File: config.mk
export PLATFORM = sky130hd
export DESIGN_NAME = wakeup_cancel_tracker
export DESIGN_NICKNAME = d
export VERILOG_FILES = /design/src/rtl/wct_pkg.sv /design/src/rtl/wct_wake_sel.sv /design/src/rtl/wct_cancel_eval.sv /design/src/rtl/wct_src_slot.sv /design/src/rtl/wakeup_cancel_tracker.sv
export SDC_FILE = /design/constraint.sdc
export NUM_CORES = 1
export LEC_CHECK = 0
export BUFFER_PORTS_ARGS = -buffer_cell sky130_fd_sc_hd__buf_4
export CAP_MARGIN = 10
export CORE_MARGIN = 2
export CORE_UTILIZATION = 52
export CTS_CLUSTER_DIAMETER = 80
export DETAILED_ROUTE_END_ITERATION = 16
export PLACE_DENSITY = 0.8
export SLEW_MARGIN = 20
export SYNTH_ARGS = -nofsm -noshare
export SYNTH_HDL_FRONTEND = slang
export SYNTH_SLANG_ARGS = --single-unit
export TNS_END_PERCENT = 5
File: constraint.sdc
create_clock -name clk -period 2.1 [get_ports clk]
set_clock_uncertainty 0.15 [all_clocks]
set_input_delay 0.315 -clock clk [delete_from_list [all_inputs] [get_ports clk]]
set_output_delay 0.315 -clock clk [all_outputs]
set_load 0.005 [all_outputs]
File: src/rtl/wct_pkg.sv
package wct_pkg;

    localparam int DEP_W   = 3;
    localparam int TMR_W   = 3;
    localparam int TMR_TOP = 7;

    typedef enum logic [1:0] {
        KIND_INT = 2'd0,
        KIND_FP  = 2'd1,
        KIND_VEC = 2'd2,
        KIND_IMM = 2'd3
    } src_kind_e;

    typedef struct packed {
        logic vec_en;
        logic fp_en;
        logic int_en;
    } wen_t;

    function automatic logic class_hit(src_kind_e k, wen_t w);
        case (k)
            KIND_INT: class_hit = w.int_en;
            KIND_FP:  class_hit = w.fp_en;
            KIND_VEC: class_hit = w.vec_en;
            default:  class_hit = 1'b0;
        endcase
    endfunction

    function automatic logic [TMR_W-1:0] tmr_step(logic [TMR_W-1:0] t);
        tmr_step = (t == TMR_W'(TMR_TOP)) ? t : t + 1'b1;
    endfunction

endpackage

File: src/rtl/wct_wake_sel.sv
module wct_wake_sel
    import wct_pkg::*;
#(
    parameter int NUM_WK  = 2,
    parameter int NUM_LDP = 2,
    parameter int NUM_EXU = 4,
    parameter int TAG_W   = 6
) (
    input  logic [TAG_W-1:0]              src_tag,
    input  src_kind_e                     src_kind,
    input  logic [NUM_WK-1:0]             wk_valid,
    input  logic [NUM_WK*TAG_W-1:0]       wk_tag,
    input  logic [NUM_WK*3-1:0]           wk_wen,
    input  logic [NUM_WK*NUM_EXU-1:0]     wk_oh,
    input  logic [NUM_WK*NUM_LDP*DEP_W-1:0] wk_ldep,
    output logic                          hit,
    output logic [NUM_LDP*DEP_W-1:0]      sel_ldep,
    output logic [NUM_EXU-1:0]            sel_oh
);
    localparam int LD_BITS = NUM_LDP * DEP_W;

    always_comb begin
        hit      = 1'b0;
        sel_ldep = '0;
        sel_oh   = '0;
        // descending scan: the lowest matching port is written last and wins
        for (int w = NUM_WK - 1; w >= 0; w--) begin
            if (wk_valid[w] && (wk_tag[w*TAG_W +: TAG_W] == src_tag) &&
                class_hit(src_kind, wen_t'(wk_wen[w*3 +: 3]))) begin
                hit      = 1'b1;
                sel_ldep = wk_ldep[w*LD_BITS +: LD_BITS];
                sel_oh   = wk_oh[w*NUM_EXU +: NUM_EXU];
            end
        end
    end
endmodule

File: src/rtl/wct_cancel_eval.sv
module wct_cancel_eval
    import wct_pkg::*;
#(
    parameter int NUM_LDP = 2,
    parameter int NUM_EXU = 4,
    parameter int TAG_W   = 6
) (
    input  logic                     rdy_q,
    input  src_kind_e                kind_q,
    input  logic [TAG_W-1:0]         tag_q,
    input  logic [NUM_LDP*DEP_W-1:0] ldep_q,
    input  logic [NUM_EXU-1:0]       oh_q,
    input  logic [TMR_W-1:0]         tmr_q,
    input  logic [NUM_LDP-1:0]       ldc1,
    input  logic [NUM_LDP-1:0]       ldc2,
    input  logic [NUM_EXU-1:0]       og0_oh,
    input  logic                     cb_valid,
    input  logic [TAG_W-1:0]         cb_tag,
    input  logic                     cb_int,
    output logic                     cancel
);
    logic ld_kill, og_kill, cb_kill, cb_class;

    always_comb begin
        ld_kill = 1'b0;
        for (int p = 0; p < NUM_LDP; p++) begin
            ld_kill = ld_kill | (ldc1[p] & ldep_q[p*DEP_W + 1])
                              | (ldc2[p] & ldep_q[p*DEP_W + 2]);
        end
        og_kill  = (|(oh_q & og0_oh)) && (tmr_q == TMR_W'(1));
        cb_class = (kind_q == KIND_INT) ? cb_int : !cb_int;
        cb_kill  = cb_valid && (cb_tag == tag_q) && cb_class;
        cancel   = rdy_q && (kind_q != KIND_IMM) && (ld_kill || og_kill || cb_kill);
    end
endmodule

File: src/rtl/wct_src_slot.sv
module wct_src_slot
    import wct_pkg::*;
#(
    parameter int NUM_WK  = 2,
    parameter int NUM_LDP = 2,
    parameter int NUM_EXU = 4,
    parameter int TAG_W   = 6
) (
    input  logic                            clk,
    input  logic                            rst,
    input  logic                            alloc_i,
    input  logic [TAG_W-1:0]                alloc_tag,
    input  src_kind_e                       alloc_kind,
    input  logic                            alloc_rdy,
    input  logic [NUM_WK-1:0]               wk_valid,
    input  logic [NUM_WK*TAG_W-1:0]         wk_tag,
    input  logic [NUM_WK*3-1:0]             wk_wen,
    input  logic [NUM_WK*NUM_EXU-1:0]       wk_oh,
    input  logic [NUM_WK*NUM_LDP*DEP_W-1:0] wk_ldep,
    input  logic [NUM_LDP-1:0]              ldc1,
    input  logic [NUM_LDP-1:0]              ldc2,
    input  logic [NUM_EXU-1:0]              og0_oh,
    input  logic                            cb_valid,
    input  logic [TAG_W-1:0]                cb_tag,
    input  logic                            cb_int,
    output logic                            ready,
    output logic                            cancel
);
    localparam int LD_BITS = NUM_LDP * DEP_W;

    logic               rdy_q;
    src_kind_e          kind_q;
    logic [TAG_W-1:0]   tag_q;
    logic [LD_BITS-1:0] ldep_q, ldep_aged, sel_ldep;
    logic [NUM_EXU-1:0] oh_q, sel_oh;
    logic [TMR_W-1:0]   tmr_q;
    logic               hit;

    wct_wake_sel #(.NUM_WK(NUM_WK), .NUM_LDP(NUM_LDP), .NUM_EXU(NUM_EXU), .TAG_W(TAG_W)) u_sel (
        .src_tag(tag_q), .src_kind(kind_q), .wk_valid(wk_valid), .wk_tag(wk_tag),
        .wk_wen(wk_wen), .wk_oh(wk_oh), .wk_ldep(wk_ldep),
        .hit(hit), .sel_ldep(sel_ldep), .sel_oh(sel_oh)
    );

    wct_cancel_eval #(.NUM_LDP(NUM_LDP), .NUM_EXU(NUM_EXU), .TAG_W(TAG_W)) u_cxl (
        .rdy_q(rdy_q), .kind_q(kind_q), .tag_q(tag_q), .ldep_q(ldep_q), .oh_q(oh_q),
        .tmr_q(tmr_q), .ldc1(ldc1), .ldc2(ldc2), .og0_oh(og0_oh),
        .cb_valid(cb_valid), .cb_tag(cb_tag), .cb_int(cb_int), .cancel(cancel)
    );

    always_comb begin
        for (int p = 0; p < NUM_LDP; p++) begin
            ldep_aged[p*DEP_W +: DEP_W] = {ldep_q[p*DEP_W +: DEP_W-1], 1'b0};
        end
    end

    always_ff @(posedge clk) begin
        if (rst) begin
            rdy_q  <= 1'b0;
            kind_q <= KIND_INT;
            tag_q  <= '0;
            ldep_q <= '0;
            oh_q   <= '0;
            tmr_q  <= '0;
        end else if (alloc_i) begin
            rdy_q  <= alloc_rdy;
            kind_q <= alloc_kind;
            tag_q  <= alloc_tag;
            ldep_q <= '0;
            oh_q   <= '0;
            tmr_q  <= '0;
        end else if (hit) begin
            rdy_q  <= 1'b1;
            ldep_q <= sel_ldep;
            oh_q   <= sel_oh;
            tmr_q  <= '0;
        end else if (cancel) begin
            rdy_q  <= 1'b0;
            ldep_q <= '0;
            oh_q   <= '0;
            tmr_q  <= '0;
        end else begin
            ldep_q <= ldep_aged;
            tmr_q  <= tmr_step(tmr_q);
        end
    end

    assign ready = (kind_q == KIND_IMM) || rdy_q;

    assert_hit_sets_R4: assert property (@(posedge clk) disable iff (rst)
        (hit && !alloc_i) |=> rdy_q);

    assert_cancel_clears_R10: assert property (@(posedge clk) disable iff (rst)
        (cancel && !hit && !alloc_i) |=> (!rdy_q && tmr_q == '0));

    assert_idle_dep_zero_R5: assert property (@(posedge clk) disable iff (rst)
        !rdy_q |-> (ldep_q == '0));

    assert_dep_shift_R5: assert property (@(posedge clk) disable iff (rst)
        (!hit && !alloc_i && !cancel) |=> (ldep_q[DEP_W-1:0] == {$past(ldep_q[DEP_W-2:0]), 1'b0}));

    assert_tmr_hold_R8: assert property (@(posedge clk) disable iff (rst)
        (tmr_q == TMR_W'(TMR_TOP) && !hit && !alloc_i && !cancel) |=> (tmr_q == TMR_W'(TMR_TOP)));
endmodule

File: src/rtl/wakeup_cancel_tracker.sv
module wakeup_cancel_tracker
    import wct_pkg::*;
#(
    parameter int NUM_SRC = 2,
    parameter int NUM_WK  = 2,
    parameter int NUM_LDP = 2,
    parameter int NUM_EXU = 4,
    parameter int TAG_W   = 6
) (
    input  logic                            clk,
    input  logic                            rst,
    input  logic                            alloc_i,
    input  logic [NUM_SRC*TAG_W-1:0]        alloc_tag_i,
    input  logic [NUM_SRC*2-1:0]            alloc_kind_i,
    input  logic [NUM_SRC-1:0]              alloc_rdy_i,
    input  logic [NUM_WK-1:0]               wk_valid_i,
    input  logic [NUM_WK*TAG_W-1:0]         wk_tag_i,
    input  logic [NUM_WK*3-1:0]             wk_wen_i,
    input  logic [NUM_WK*NUM_EXU-1:0]       wk_exu_oh_i,
    input  logic [NUM_WK*NUM_LDP*3-1:0]     wk_ldep_i,
    input  logic [NUM_LDP-1:0]              ldc1_i,
    input  logic [NUM_LDP-1:0]              ldc2_i,
    input  logic [NUM_EXU-1:0]              og0_cancel_i,
    input  logic                            cb_valid_i,
    input  logic [TAG_W-1:0]                cb_tag_i,
    input  logic                            cb_int_i,
    output logic [NUM_SRC-1:0]              src_ready_o,
    output logic                            cancel_o
);
    logic [NUM_SRC-1:0] slot_cancel;

    for (genvar s = 0; s < NUM_SRC; s++) begin : g_slot
        wct_src_slot #(.NUM_WK(NUM_WK), .NUM_LDP(NUM_LDP), .NUM_EXU(NUM_EXU), .TAG_W(TAG_W)) u_slot (
            .clk(clk), .rst(rst), .alloc_i(alloc_i),
            .alloc_tag(alloc_tag_i[s*TAG_W +: TAG_W]),
            .alloc_kind(src_kind_e'(alloc_kind_i[s*2 +: 2])),
            .alloc_rdy(alloc_rdy_i[s]),
            .wk_valid(wk_valid_i), .wk_tag(wk_tag_i), .wk_wen(wk_wen_i),
            .wk_oh(wk_exu_oh_i), .wk_ldep(wk_ldep_i),
            .ldc1(ldc1_i), .ldc2(ldc2_i), .og0_oh(og0_cancel_i),
            .cb_valid(cb_valid_i), .cb_tag(cb_tag_i), .cb_int(cb_int_i),
            .ready(src_ready_o[s]), .cancel(slot_cancel[s])
        );
    end

    assign cancel_o = |slot_cancel;

    assert_alloc_imm_ready_R2: assert property (@(posedge clk) disable iff (rst)
        (alloc_i && alloc_kind_i[1:0] == 2'd3) |=> src_ready_o[0]);
endmodule

# Yosys cells after proc, flatten, opt, wreduce, memory -nomap -nowiden
# Cells that the tools add are included.
[totals] reg_bits=44 inputBits=77 out_inout_bits=3 word_cells=117
[classes] addsub=2 n_eq_ne=18 n_mux=32 bitwise=16 n_reduce_logical=37
[op_table] cell="$mux W6" count=8
[op_table] cell="$eq A6 B6 Y1" count=6
[op_table] cell="$mux W4" count=8
[op_table] cell="$logic_and A1 B1 Y1" count=18
[op_table] cell="$reduce_or A4 Y1" count=4
[op_table] cell="$mux W1" count=12
[op_table] cell="$pmux W1 S3" count=4
[op_table] cell="$and A1 B1 Y1" count=8
[op_table] cell="$and A4 B4 Y4" count=2
[op_table] cell="$eq A2 B2 Y1 const B" count=4
[op_table] cell="$add A3 B1 Y3 const B" count=2
[op_table] cell="$eq A3 B1 Y1 const B" count=2
[op_table] cell="$eq A3 B3 Y1 const B" count=2
[op_table] cell="$logic_or A1 B1 Y1" count=6
[op_table] cell="$or A1 B1 Y1" count=6
[op_table] cell="$reduce_bool A3 Y1" count=2
[op_table] cell="$eq A2 B1 Y1 const B" count=2
[op_table] cell="$logic_not A2 Y1" count=2
[op_table] cell="$ne A2 B2 Y1 const B" count=2
[op_table] cell="$reduce_bool A2 Y1" count=2
[op_table] cell="$reduce_or A2 Y1" count=2
[op_table] cell="$logic_not A1 Y1" count=1

# Depth between registers and ports, before layout
# Gate-level depths: netlist (run 1).
[logic_depth] ltp_word=10 depth_mapped=8 ltp_nobuf=7

# By module
# A second synthesis (run 1) with hierarchy kept.
[hier_totals] hier_cells=297 area_unflattened_um2=2886.5
[modules_own_cells] module="wct_src_slot" n_inst=2 cells_per_inst=66 area_each_um2=798.3 seq_area_each_um2=440.4
[modules_own_cells] module="wct_wake_sel" n_inst=2 cells_per_inst=61 area_each_um2=480.5 seq_area_each_um2=0.0
[modules_own_cells] module="wct_cancel_eval" n_inst=2 cells_per_inst=21 area_each_um2=161.4 seq_area_each_um2=0.0
[modules_own_cells] module="wakeup_cancel_tracker" n_inst=1 cells_per_inst=1 area_each_um2=6.3 seq_area_each_um2=0.0

# Least setup slack after synthesis (run 1)
# OpenSTA, ideal clock, no wires.
[synth_path] path_type="register to register" start="reg g_slot[1].u_slot.tag_q[4]" end="reg g_slot[1].u_slot.ldep_q[1]" setup_ps=122 arrival_ps=1565 t_required_ps=1828 setup_slack_ps=263 path_stages_with_launch=7 n_path_buf=1 period_less_slack_ps=1837 cell_sequence="dfxtp_1 > xnor2_1 > nand4_1 > nor4_4 > nor4_2 > buf_6 > a221o_1"
[synth_between] elab_chain_len=7 word_cells_on_any_way=17 classes_between="3 x eq/ne; 6 x mux; 8 x reduce/logical"
[synth_lines] element="start: declaration" line="wct_src_slot.sv:33" source="logic [TAG_W-1:0] tag_q;"
[synth_lines] element="start signal: assignment" line="wct_src_slot.sv:68" source="tag_q <= alloc_tag;"
[synth_lines] element="$eq A6 B6 Y1" line="wct_cancel_eval.sv:32" source="cb_kill = cb_valid && (cb_tag == tag_q) && cb_class;"
[synth_lines] element="$logic_and A1 B1 Y1 (2 in a row)" line="wct_cancel_eval.sv:32"
[synth_lines] element="$logic_or A1 B1 Y1" line="wct_cancel_eval.sv:33" source="cancel = rdy_q && (kind_q != KIND_IMM) && (ld_kill || og_kill || cb_kill);"
[synth_lines] element="$logic_and A1 B1 Y1" line="wct_cancel_eval.sv:33"
[synth_lines] element="$mux W6" line="wct_src_slot.sv:77" source="end else if (cancel) begin"
[synth_lines] element="$mux W6 *" line="wct_src_slot.sv:72" source="end else if (hit) begin"
[synth_lines] element="end signal: assignment" line="wct_src_slot.sv:74" source="ldep_q <= sel_ldep;"
[synth_lines] element="end signal: assignment" line="wct_src_slot.sv:83" source="ldep_q <= ldep_aged;"
[synth_lines] element="end: declaration" line="wct_src_slot.sv:34" source="logic [LD_BITS-1:0] ldep_q, ldep_aged, sel_ldep;"
# Every way passes the cells marked *; elsewhere a longest branch is shown, timed or not.
# A chain may end at the register's enable or synchronous reset.

# Worst setup path in the final report (run 1)
[layout_path] start="reg g_slot[1].u_slot.tmr_q[1]" end="out cancel_o"
[layout_between] elab_chain_len=6
[layout_lines] element="start: declaration" line="wct_src_slot.sv:36" source="logic [TMR_W-1:0] tmr_q;"
[layout_lines] element="start signal: assignment" line="wct_src_slot.sv:84" source="tmr_q <= tmr_step(tmr_q);"
[layout_lines] element="$eq A3 B1 Y1" line="wct_cancel_eval.sv:30" source="og_kill = (|(oh_q & og0_oh)) && (tmr_q == TMR_W'(1));"
[layout_lines] element="$logic_and A1 B1 Y1" line="wct_cancel_eval.sv:30"
[layout_lines] element="$logic_or A1 B1 Y1 (2 in a row)" line="wct_cancel_eval.sv:33"
[layout_lines] element="$logic_and A1 B1 Y1" line="wct_cancel_eval.sv:33"
[layout_lines] element="$reduce_or A2 Y1" line="wakeup_cancel_tracker.sv:46" source="assign cancel_o = |slot_cancel;"
[layout_lines] element="end: declaration" line="wakeup_cancel_tracker.sv:28" source="output logic cancel_o"
# No other way between the ends.

==> run_results.csv, run 1 <==
group,metric,value,unit
timing,layout_setup_ws,-0.0214,ns
routing,totalWireLength,7.45,mm
timing,fin_crit_sh,101,%
floorplan,io_pins,80,
routing,drt_first_pass_iters,4,
worst_setup_path,setup.reg_to_reg.worst_slack,0.07,ns
synthesis,yosys_warnings,0,
clock_tree,postCtsHoldBufs,0,
job,cap_viol_max_count,0,
timing,setup_repair_after_global_routing_missed_its_margin,"yes",
power,sw_frac_of_total,27.8,%
layout,area.sequential,902,µm²
timing,final.min_clock_period,2.12,ns
placement,dpl-instance-area,0.00351,mm²
synthesis,synth_edf_count,0,
global_routing,grt-ovfl-total,0,
timing,drv_slew,0,
routing,detailroute.via_count,2596,
min_path,worstHoldPathType,"in -> reg",
layout,flow.area_growth_from_synthesis,31.7,%
placement,pre_cts_ws,0.0261,ns
placement,port_buffers,79,
clock_tree,ctsHtreeMaxLevel,2,
routing,routed_wire_length_per_instance,16.3,µm
power,net-switching-power,0.560,mW
synthesis,synth.ff_latch_count,44,
status,status,"finished, violations left",
clock_tree,worst_skew_pair.late_latency,0.31,ns
timing,achievable-frequency,471,MHz
layout,most_frequent_standard_cell_in_the_layout_excluding_fill_and_tap_cells,"buf_4",
synthesis,avgSynthCellArea,9.41,µm²
floorplan,placeableCoreArea,0.00517,mm²
placement,place_congestion,0.901,
timing,fin_worst_hold_slack,0.0850,ns
power,report.power.total,2.02,mW
worst_setup_path,crit_arrival,1.66,ns
clock_tree,cts_made_buffers,5,
power,power.share.sequential,44.8,%
power,p_per_area,544,mW/mm²
placement,dp_cells,444,
worst_setup_path,critPathCaptureType,"output pin",
layout,layout.core_utilization,71.6,%
routing,drt_first_iter_violations,164,
layout,finalNetCount,468,
power,static-leakage-power,1.48,nW
power,p_comb_share,21.7,%
layout,final_cells,456,
clock_tree,path_clk_slew,0.09,ns
synthesis,post_synth_instance_area,0.00281,mm²
floorplan,chipHeight,77.5,µm
layout,final_cell_mix,"buf_4 (97), xnor2_1 (34), dfxtp_1 (29)",
timing,timing_worst_slew_pin_value,0.652,ns
global_routing,grt_use_total,25.1,%
timing,maxSlewHeadroom,56.2,%
synthesis,asyncSetResetFlopFracSynth,0,%
clock_tree,cts_root_buffer,"clkbuf_8",
clock_tree,tritoncts_clock_tree,"built",
synthesis,synth-main-ff-cell,"dfxtp_1",
power,power.ir.vdd_worst,0.000450,V
placement,dpl.hpwl,5.76,mm
worst_setup_path,crit_path_start_kind,"flip-flop",
clock_tree,clock_path_buffers,2,
power,clockPowerShare,33.6,%
clock_tree,tritoncts_num_sinks,44,
layout,area_taken_by_multi_input_logic_gates,0.00183,mm²
global_routing,grt_antenna_before_repair,0,
worst_setup_path,crit_path_class,"reg -> out",
timing,setup_violations,1,
routing,route.detailed.vias_per_inst,5.69,
timing,timing.setup.tns,-0.0214,ns
worst_setup_path,worst-path-max-fanout,3,
synthesis,synth.net_count,382,
layout,finish.instance_area,0.00370,mm²
floorplan,start_util,54.4,%
routing,detail-route-antenna-nets,0,
floorplan,dieWidth,77.5,µm
floorplan,core.rowCount,26,
global_routing,first_global_vias,2532,
global_routing,pin_count_of_the_biggest_net_entering_global_routing,20,
synthesis,synth.yosys.seq_area_share,31.3,%
worst_setup_path,worstPathRequired,1.63,ns
synthesis,synth_instances,299,
layout,nFillCells,382,
routing,drt_drc_violations_left,0,
synthesis,synth.lib_cells_used.distinct,52,
floorplan,design.die.area,0.00601,mm²
layout,fraction_of_layout_cells_with_a_size_suffix_above_1,38.3,%
timing,finalHoldViolCount,0,
layout,num_antenna_cells,0,
power,cell_internal_pwr,1.46,mW
global_routing,grt_pass1_wl,12.0,mm
status,failed_checks,"setup timing",
power groups by stage:
| stage | Clock (mW) | Combinational, mW | Sequential, mW |
|---|---|---|---|
| detailed placement | 0 | 0.425 | 0.918 |
| global route | 0.719 | 0.471 | 0.907 |
| CTS | 0.682 | 0.432 | 0.902 |
| global placement | 0 | 0.418 | 0.916 |
| finish | 0.677 | 0.437 | 0.903 |
| floorplan | 0 | 0.247 | 0.903 |
kinds of logic after synthesis:
group	after synthesis	synth area share, %
mux	22	7.83
fa+ha+maj	6	2.67
xor+xnor	38	12.1
flops	44	31.3
compound gates	62	18.2
simple gates	102	23.2
buf+inv	25	4.72
worst paths after layout:
kind	startpoint	cells after the start	to
worst max-delay path	g_slot[1].u_slot.tmr_q[1]	9	cancel_o
worst min-delay path	alloc_kind_i[0]	3	g_slot[0].u_slot.kind_q[0]
worst max register to register	g_slot[1].u_slot.tmr_q[1]	10	g_slot[1].u_slot.ldep_q[4]
worst min register to register	g_slot[0].u_slot.ldep_q[0]	2	g_slot[0].u_slot.ldep_q[1]
state kept, by name, indices dropped and copies added (netlist names):
| register | flops |
|---|---|
| g_slot.u_slot.rdy_q | 2 |
| g_slot.u_slot.ldep_q | 12 |
| g_slot.u_slot.tag_q | 12 |
| g_slot.u_slot.oh_q | 8 |
| g_slot.u_slot.tmr_q | 6 |
| g_slot.u_slot.kind_q | 4 |
worst max-delay path, stage by stage (launching register included):
cell and delay, ns:
dfxtp_2 0.34, inv_1 0.05, ha_1 0.13, inv_1 0.04, a211o_1 0.25, a31oi_1 0.18, buf_4 0.14, nor2_1 0.05
nand3_2 0.07, buf_4 0.11
per-layer routing:
metal	track usage [%]	up-vias	part of all wire (%)
met3	5.00	14	7.1
met5	0	-	0
met4	7.50	0	1.7
met2	40.8	106	48
met1	33.8	1201	44
li1	-	1275	-
layout make-up:
class | instances | share of cell area, %
inverters | 6 | 0.608
clock inverters | 3 | 1.25
multi-input cells | 230 | 49.4
flip-flops and latches | 44 | 24.3
repair buffers | 98 | 20.2
well taps | 70 | 2.36
clock buffers | 5 | 1.86
cells in the mapped netlist (all sizes together) (3+ instances only):
| master | number | area [µm²] |
|---|---|---|
| a21oi | 6 | 30.0 |
| a221o | 8 | 80.1 |
| a22oi | 8 | 60.1 |
| a2bb2oi | 4 | 53.8 |
| and2 | 10 | 62.6 |
| buf | 15 | 95.1 |
| clkbuf | 4 | 15.0 |
| dfxtp | 44 | 881 |
| ha | 6 | 75.1 |
| inv | 6 | 22.5 |
| mux2i | 22 | 220 |
| nand2 | 21 | 78.8 |
| nand3 | 8 | 45.0 |
| nand3b | 4 | 30.0 |
| nand4 | 8 | 68.8 |
| nor2 | 19 | 71.3 |
| nor3 | 7 | 66.3 |
| nor4 | 5 | 73.8 |
| nor4b | 8 | 70.1 |
| o21ai | 11 | 55.1 |
| o221ai | 8 | 70.1 |
| o31a | 8 | 70.1 |
| or3 | 3 | 18.8 |
| xnor2 | 37 | 332 |
timing repair:
item	in CTS	in global routing
endpoints found under the setup margin	1	10
buffers inserted	3	1
resized for setup	20	1
pin swaps	3	8
No activity file was read; power rests on OpenSTA's default activity.
==> run 2, diff against run 1 <==
==> constraint.sdc (replaced) <==
create_clock -name clk -period 2.1 [get_ports clk]
set_clock_uncertainty 0.15 [all_clocks]
set_input_delay 0.21 -clock clk [delete_from_list [all_inputs] [get_ports clk]]
set_output_delay 0.21 -clock clk [all_outputs]
set_load 0.005 [all_outputs]
==> run_results.csv, run 2 (synthesis results as in run 1) <==
group,metric,value,unit
min_path,timing.hold.worst.start,"alloc_tag_i[3]",
worst_setup_path,worst-path-max-fanout,4,
power,p_per_area,500,mW/mm²
timing,final.min_clock_period,2.05,ns
worst_setup_path,reg2reg_from,"g_slot[1].u_slot.tag_q[5]",
timing,fin_crit_sh,97.7,%
floorplan,start_util,54.4,%
global_routing,pin_count_of_the_biggest_net_entering_global_routing,21,
routing,routed_wire_length_per_instance,16.6,µm
worst_setup_path,setup.reg_to_reg.worst_slack,0.07,ns
status,status,"finished, final reports clean",
power,sw_frac_of_total,28.3,%
timing,setup_repair_after_global_routing_missed_its_margin,"no",
power,clockPowerShare,26.8,%
global_routing,grt_use_total,24.9,%
global_routing,grt-ovfl-total,0,
clock_tree,path_clk_slew,0.08,ns
floorplan,io_pins,80,
worst_setup_path,crit_path_start_kind,"flip-flop",
placement,dpl.hpwl,5.75,mm
timing,timing.setup.tns,0,ns
placement,dp_cells,442,
global_routing,grt_pass1_wl,12.0,mm
global_routing,first_global_vias,2564,
layout,final_cells,454,
clock_tree,tritoncts_clock_tree,"built",
worst_setup_path,worstPathRequired,1.74,ns
layout,fraction_of_layout_cells_with_a_size_suffix_above_1,37.2,%
power,p_comb_share,24.5,%
power,power.share.sequential,48.7,%
layout,reg.largest.list,"g_slot.u_slot.ldep_q (12), g_slot.u_slot.tag_q (12), g_slot.u_slot.oh_q (8)",
clock_tree,cts_root_buffer,"clkbuf_8",
routing,drt_first_iter_violations,249,
worst_setup_path,crit_arrival,1.69,ns
timing,finalHoldViolCount,0,
floorplan,design.die.area,0.00601,mm²
clock_tree,cts_made_buffers,5,
clock_tree,worst_skew_pair.late_latency,0.29,ns
clock_tree,tritoncts_num_sinks,44,
placement,port_buffers,79,
power,net-switching-power,0.524,mW
power,cell_internal_pwr,1.33,mW
worst_setup_path,crit_path_class,"reg -> out",
layout,most_frequent_standard_cell_in_the_layout_excluding_fill_and_tap_cells,"buf_4",
routing,route.detailed.vias_per_inst,5.76,
routing,drt_first_pass_iters,5,
layout,final_cell_mix,"buf_4 (92), xnor2_1 (34), dfxtp_1 (32)",
power,power.ir.vdd_worst,0.000413,V
worst_setup_path,critPathCaptureType,"output pin",
floorplan,core.rowCount,26,
routing,drt_drc_violations_left,0,
timing,achievable-frequency,487,MHz
job,cap_viol_max_count,0,
clock_tree,ctsHtreeMaxLevel,2,
worst_setup_path,critical_r2r_capture,"g_slot[1].u_slot.ldep_q[5]",
routing,detailroute.via_count,2617,
layout,layout.core_utilization,71.7,%
timing,drv_slew,0,
min_path,timing.hold.worst_endpoint,"g_slot[0].u_slot.tag_q[3]",
layout,num_antenna_cells,0,
routing,totalWireLength,7.56,mm
timing,setup_violations,0,
floorplan,chipHeight,77.5,µm
min_path,worstHoldPathType,"in -> reg",
worst_setup_path,r2r.worst_path.cells,6,
clock_tree,clock_path_buffers,2,
layout,flow.area_growth_from_synthesis,31.9,%
timing,maxSlewHeadroom,63.5,%
global_routing,grt_antenna_before_repair,0,
timing,timing_worst_slew_pin_value,0.543,ns
min_path,holdPathStages,3,
routing,detail-route-antenna-nets,0,
layout,finalNetCount,467,
placement,place_congestion,0.923,
power,static-leakage-power,1.48,nW
floorplan,dieWidth,77.5,µm
floorplan,placeableCoreArea,0.00517,mm²
run 2: changes by cell type in the layout (fill, tap and decap cells not counted), sizes merged:
cell         before  now
buf              98   94
dlygate4sd3       0    3
bufinv            1    0
clkbuf            5    6
clkinv            0    1
clkinvlp          1    0
inv               7    6
run 2: cell type report:
| type | instances | area, µm² |
|---|---|---|
| clock buffer | 6 | 72.6 |
| clock inverter | 1 | 5.00 |
| fill | 427 | 1460 |
| inverter | 6 | 22.5 |
| multi-input combinational | 230 | 1870 |
| sequential | 44 | 901 |
| tap | 70 | 87.6 |
| timing repair buffer | 97 | 752 |
run 2: worst max-delay path by stage:
| stage | from | cells past startpoint | to |
|---|---|---|---|
| final | g_slot[0].u_slot.kind_q[0] | 6 | cancel_o |
| after global routing | g_slot[0].u_slot.kind_q[0] | 6 | cancel_o |
| after CTS | g_slot[0].u_slot.tag_q[3] | 5 | cancel_o |
| after detailed placement | g_slot[0].u_slot.kind_q[1] | 5 | g_slot[0].u_slot.rdy_q |
| after global placement | g_slot[1].u_slot.tag_q[4] | 6 | g_slot[1].u_slot.ldep_q[4] |
| after floorplan | g_slot[1].u_slot.tag_q[4] | 6 | g_slot[1].u_slot.ldep_q[1] |
run 2: layer usage:
layer,GRT usage [%],up-vias,part of all wire [%]
li1,-,1268,-
met2,40.9,91,49
met1,32.9,1247,43
met4,7.68,0,1.4
met3,5.00,11,6.6
met5,0,-,0
run 2: critical path, cell delays in order (launching register included):
cell,delay (ns)
dfxtp_4,0.36
buf_4,0.14
o21ai_2,0.11
nand3_2,0.08
or4_4,0.54
nand3_2,0.09
buf_6,0.09
run 2: metrics by stage:
stage | cell area, µm² | hold slack [ns] | setup slack (ns) | power, mW
2_1_floorplan | 2810 | 0.196 | 0.263 | 1.15
3_3_place_gp | 3490 | 0.279 | 0.0823 | 1.33
3_5_place_dp | 3490 | 0.280 | -0.00163 | 1.34
4_1_cts | 3610 | 0.000364 | 0.0117 | 1.84
5_1_grt | 3710 | 0.00110 | 0.0000437 | 1.94
6_report | 3710 | 0.00378 | 0.0477 | 1.85
run 2: repair_timing:
item                                    4_1_cts  5_1_grt
buffers inserted                              0        2
pin swaps                                     0        9
endpoints found under the setup margin        4        9
gates resized for setup                      10       19
hold buffers                                  1        2
hold endpoints to repair                      1        2
run 2: power by group through the flow:
stage	Clock (mW)	Sequential (mW)	Combinational (mW)
3_3_place_gp	0	0.916	0.415
4_1_cts	0.508	0.901	0.432
2_1_floorplan	0	0.903	0.247
5_1_grt	0.545	0.907	0.487
6_report	0.497	0.902	0.454
3_5_place_dp	0	0.918	0.426
==> run 3, diff against run 2 <==
--- a/config.mk
+++ b/config.mk
@@ -9,6 +9,7 @@
 export CAP_MARGIN = 10
 export CORE_MARGIN = 2
 export CORE_UTILIZATION = 52
+export CTS_BUF_LIST = sky130_fd_sc_hd__clkbuf_4 sky130_fd_sc_hd__clkbuf_8 sky130_fd_sc_hd__clkbuf_16
 export CTS_CLUSTER_DIAMETER = 80
 export DETAILED_ROUTE_END_ITERATION = 16
 export PLACE_DENSITY = 0.8
==> run_results.csv, run 3 (synthesis results as in run 1) <==
group,metric,value,unit
status,status,"finished, final reports clean",
clock_tree,worst_skew_pair.late_latency,0.29,ns
routing,route.detailed.vias_per_inst,5.76,
clock_tree,tritoncts_clock_tree,"built",
floorplan,core.rowCount,26,
global_routing,first_global_vias,2564,
worst_setup_path,worst-path-max-fanout,4,
layout,most_frequent_standard_cell_in_the_layout_excluding_fill_and_tap_cells,"buf_4",
routing,detailroute.via_count,2617,
global_routing,pin_count_of_the_biggest_net_entering_global_routing,21,
floorplan,chipHeight,77.5,µm
worst_setup_path,r2r.worst_path.cells,6,
placement,dpl.hpwl,5.75,mm
power,power.ir.vdd_worst,0.000411,V
routing,drt_drc_violations_left,0,
min_path,holdPathStages,2,
min_path,worstHoldPathType,"in -> reg",
layout,fraction_of_layout_cells_with_a_size_suffix_above_1,37.5,%
routing,routed_wire_length_per_instance,16.7,µm
power,report.power.total,1.87,mW
timing,fin_crit_sh,97.7,%
worst_setup_path,crit_path_start_kind,"flip-flop",
clock_tree,cts_made_buffers,5,
global_routing,grt_antenna_before_repair,0,
job,cap_viol_max_count,0,
timing,final.min_clock_period,2.05,ns
clock_tree,ctsHtreeMaxLevel,2,
clock_tree,clock_path_buffers,2,
worst_setup_path,crit_path_class,"reg -> out",
routing,totalWireLength,7.56,mm
floorplan,io_pins,80,
layout,flow.area_growth_from_synthesis,32.0,%
routing,drt_first_pass_iters,4,
timing,setup_violations,0,
power,p_per_area,502,mW/mm²
layout,finalNetCount,467,
clock_tree,tritoncts_num_sinks,44,
global_routing,grt_use_total,24.9,%
global_routing,grt-ovfl-total,0,
layout,final_cell_mix,"buf_4 (92), xnor2_1 (34), dfxtp_1 (32)",
timing,drv_slew,0,
floorplan,placeableCoreArea,0.00517,mm²
clock_tree,path_clk_slew,0.08,ns
timing,finalHoldViolCount,0,
worst_setup_path,crit_arrival,1.69,ns
timing,timing.setup.tns,0,ns
placement,port_buffers,79,
routing,detail-route-antenna-nets,0,
worst_setup_path,setup.reg_to_reg.worst_slack,0.07,ns
power,static-leakage-power,1.48,nW
global_routing,grt_pass1_wl,12.0,mm
timing,timing_worst_slew_pin_value,0.543,ns
timing,setup_repair_after_global_routing_missed_its_margin,"no",
layout,reg.largest.list,"g_slot.u_slot.ldep_q (12), g_slot.u_slot.tag_q (12), g_slot.u_slot.oh_q (8)",
floorplan,start_util,54.4,%
timing,achievable-frequency,487,MHz
layout,num_antenna_cells,0,
layout,nFillCells,425,
worst_setup_path,critPathCaptureType,"output pin",
floorplan,dieWidth,77.5,µm
floorplan,design.die.area,0.00601,mm²
clock_tree,cts_root_buffer,"clkbuf_8",
routing,drt_first_iter_violations,254,
timing,maxSlewHeadroom,63.5,%
placement,place_congestion,0.923,
worst_setup_path,worstPathRequired,1.74,ns
run 3: metal layers:
layer / up-vias / wire length [µm] / global-route usage (%) / share of wire, %
li1: 1268 / - / - / -
met1: 1245 / 3270 / 32.9 / 43
met2: 93 / 3690 / 40.9 / 49
met3: 11 / 495 / 5.00 / 6.5
met4: 0 / 108 / 7.68 / 1.4
met5: - / 0 / 0 / 0
run 3: worst paths after layout:
path | from | to
max | g_slot[0].u_slot.kind_q[0] | cancel_o
min | wk_exu_oh_i[5] | g_slot[1].u_slot.oh_q[1]
max reg2reg | g_slot[1].u_slot.tag_q[5] | g_slot[1].u_slot.ldep_q[5]
min reg2reg | g_slot[0].u_slot.ldep_q[0] | g_slot[0].u_slot.ldep_q[1]
run 3: area by class of cell:
| type | count | area, µm² | area share, % |
|---|---|---|---|
| timing repair buffer | 97 | 752 | 20.2 |
| sequential | 44 | 901 | 24.3 |
| inverter | 6 | 22.5 | 0.606 |
| clock inverter | 1 | 5.00 | 0.135 |
| clock buffer | 6 | 76.3 | 2.06 |
| tap | 70 | 87.6 | 2.36 |
| multi-input combinational | 230 | 1870 | 50.3 |
run 3: stage by stage:
step | util, % | hold slack [ns] | setup slack, ns | cell area [µm²] | cells
2_1_floorplan | - | 0.196 | 0.263 | 2810 | 299
5_1_grt | 71.8 | 0.00110 | 0.0000437 | 3710 | 454
6_report | 71.8 | 0.00399 | 0.0478 | 3710 | 454
3_3_place_gp | 67.5 | 0.279 | 0.0823 | 3490 | 442
4_1_cts | 69.8 | 0.000773 | 0.0123 | 3610 | 450
3_5_place_dp | 67.5 | 0.280 | -0.00163 | 3490 | 442
run 3: where the power goes:
part	switching (mW)	internal [mW]
clock network	0.270	0.239
registers	0.0413	0.861
logic	0.212	0.242
total	0.524	1.34
run 3: critical path, stage by stage, from the launching register on:
cell     delay (ns)
dfxtp_4        0.36
buf_4          0.14
o21ai_2        0.11
nand3_2        0.08
or4_4          0.54
nand3_2        0.09
buf_6          0.09
run 3: timing repair:
action,CTS,global route
resized for setup,10,19
endpoints found under the setup margin,4,9
pin swaps,0,9
hold endpoints to repair,1,2
hold buffers,1,2
setup buffers,0,2
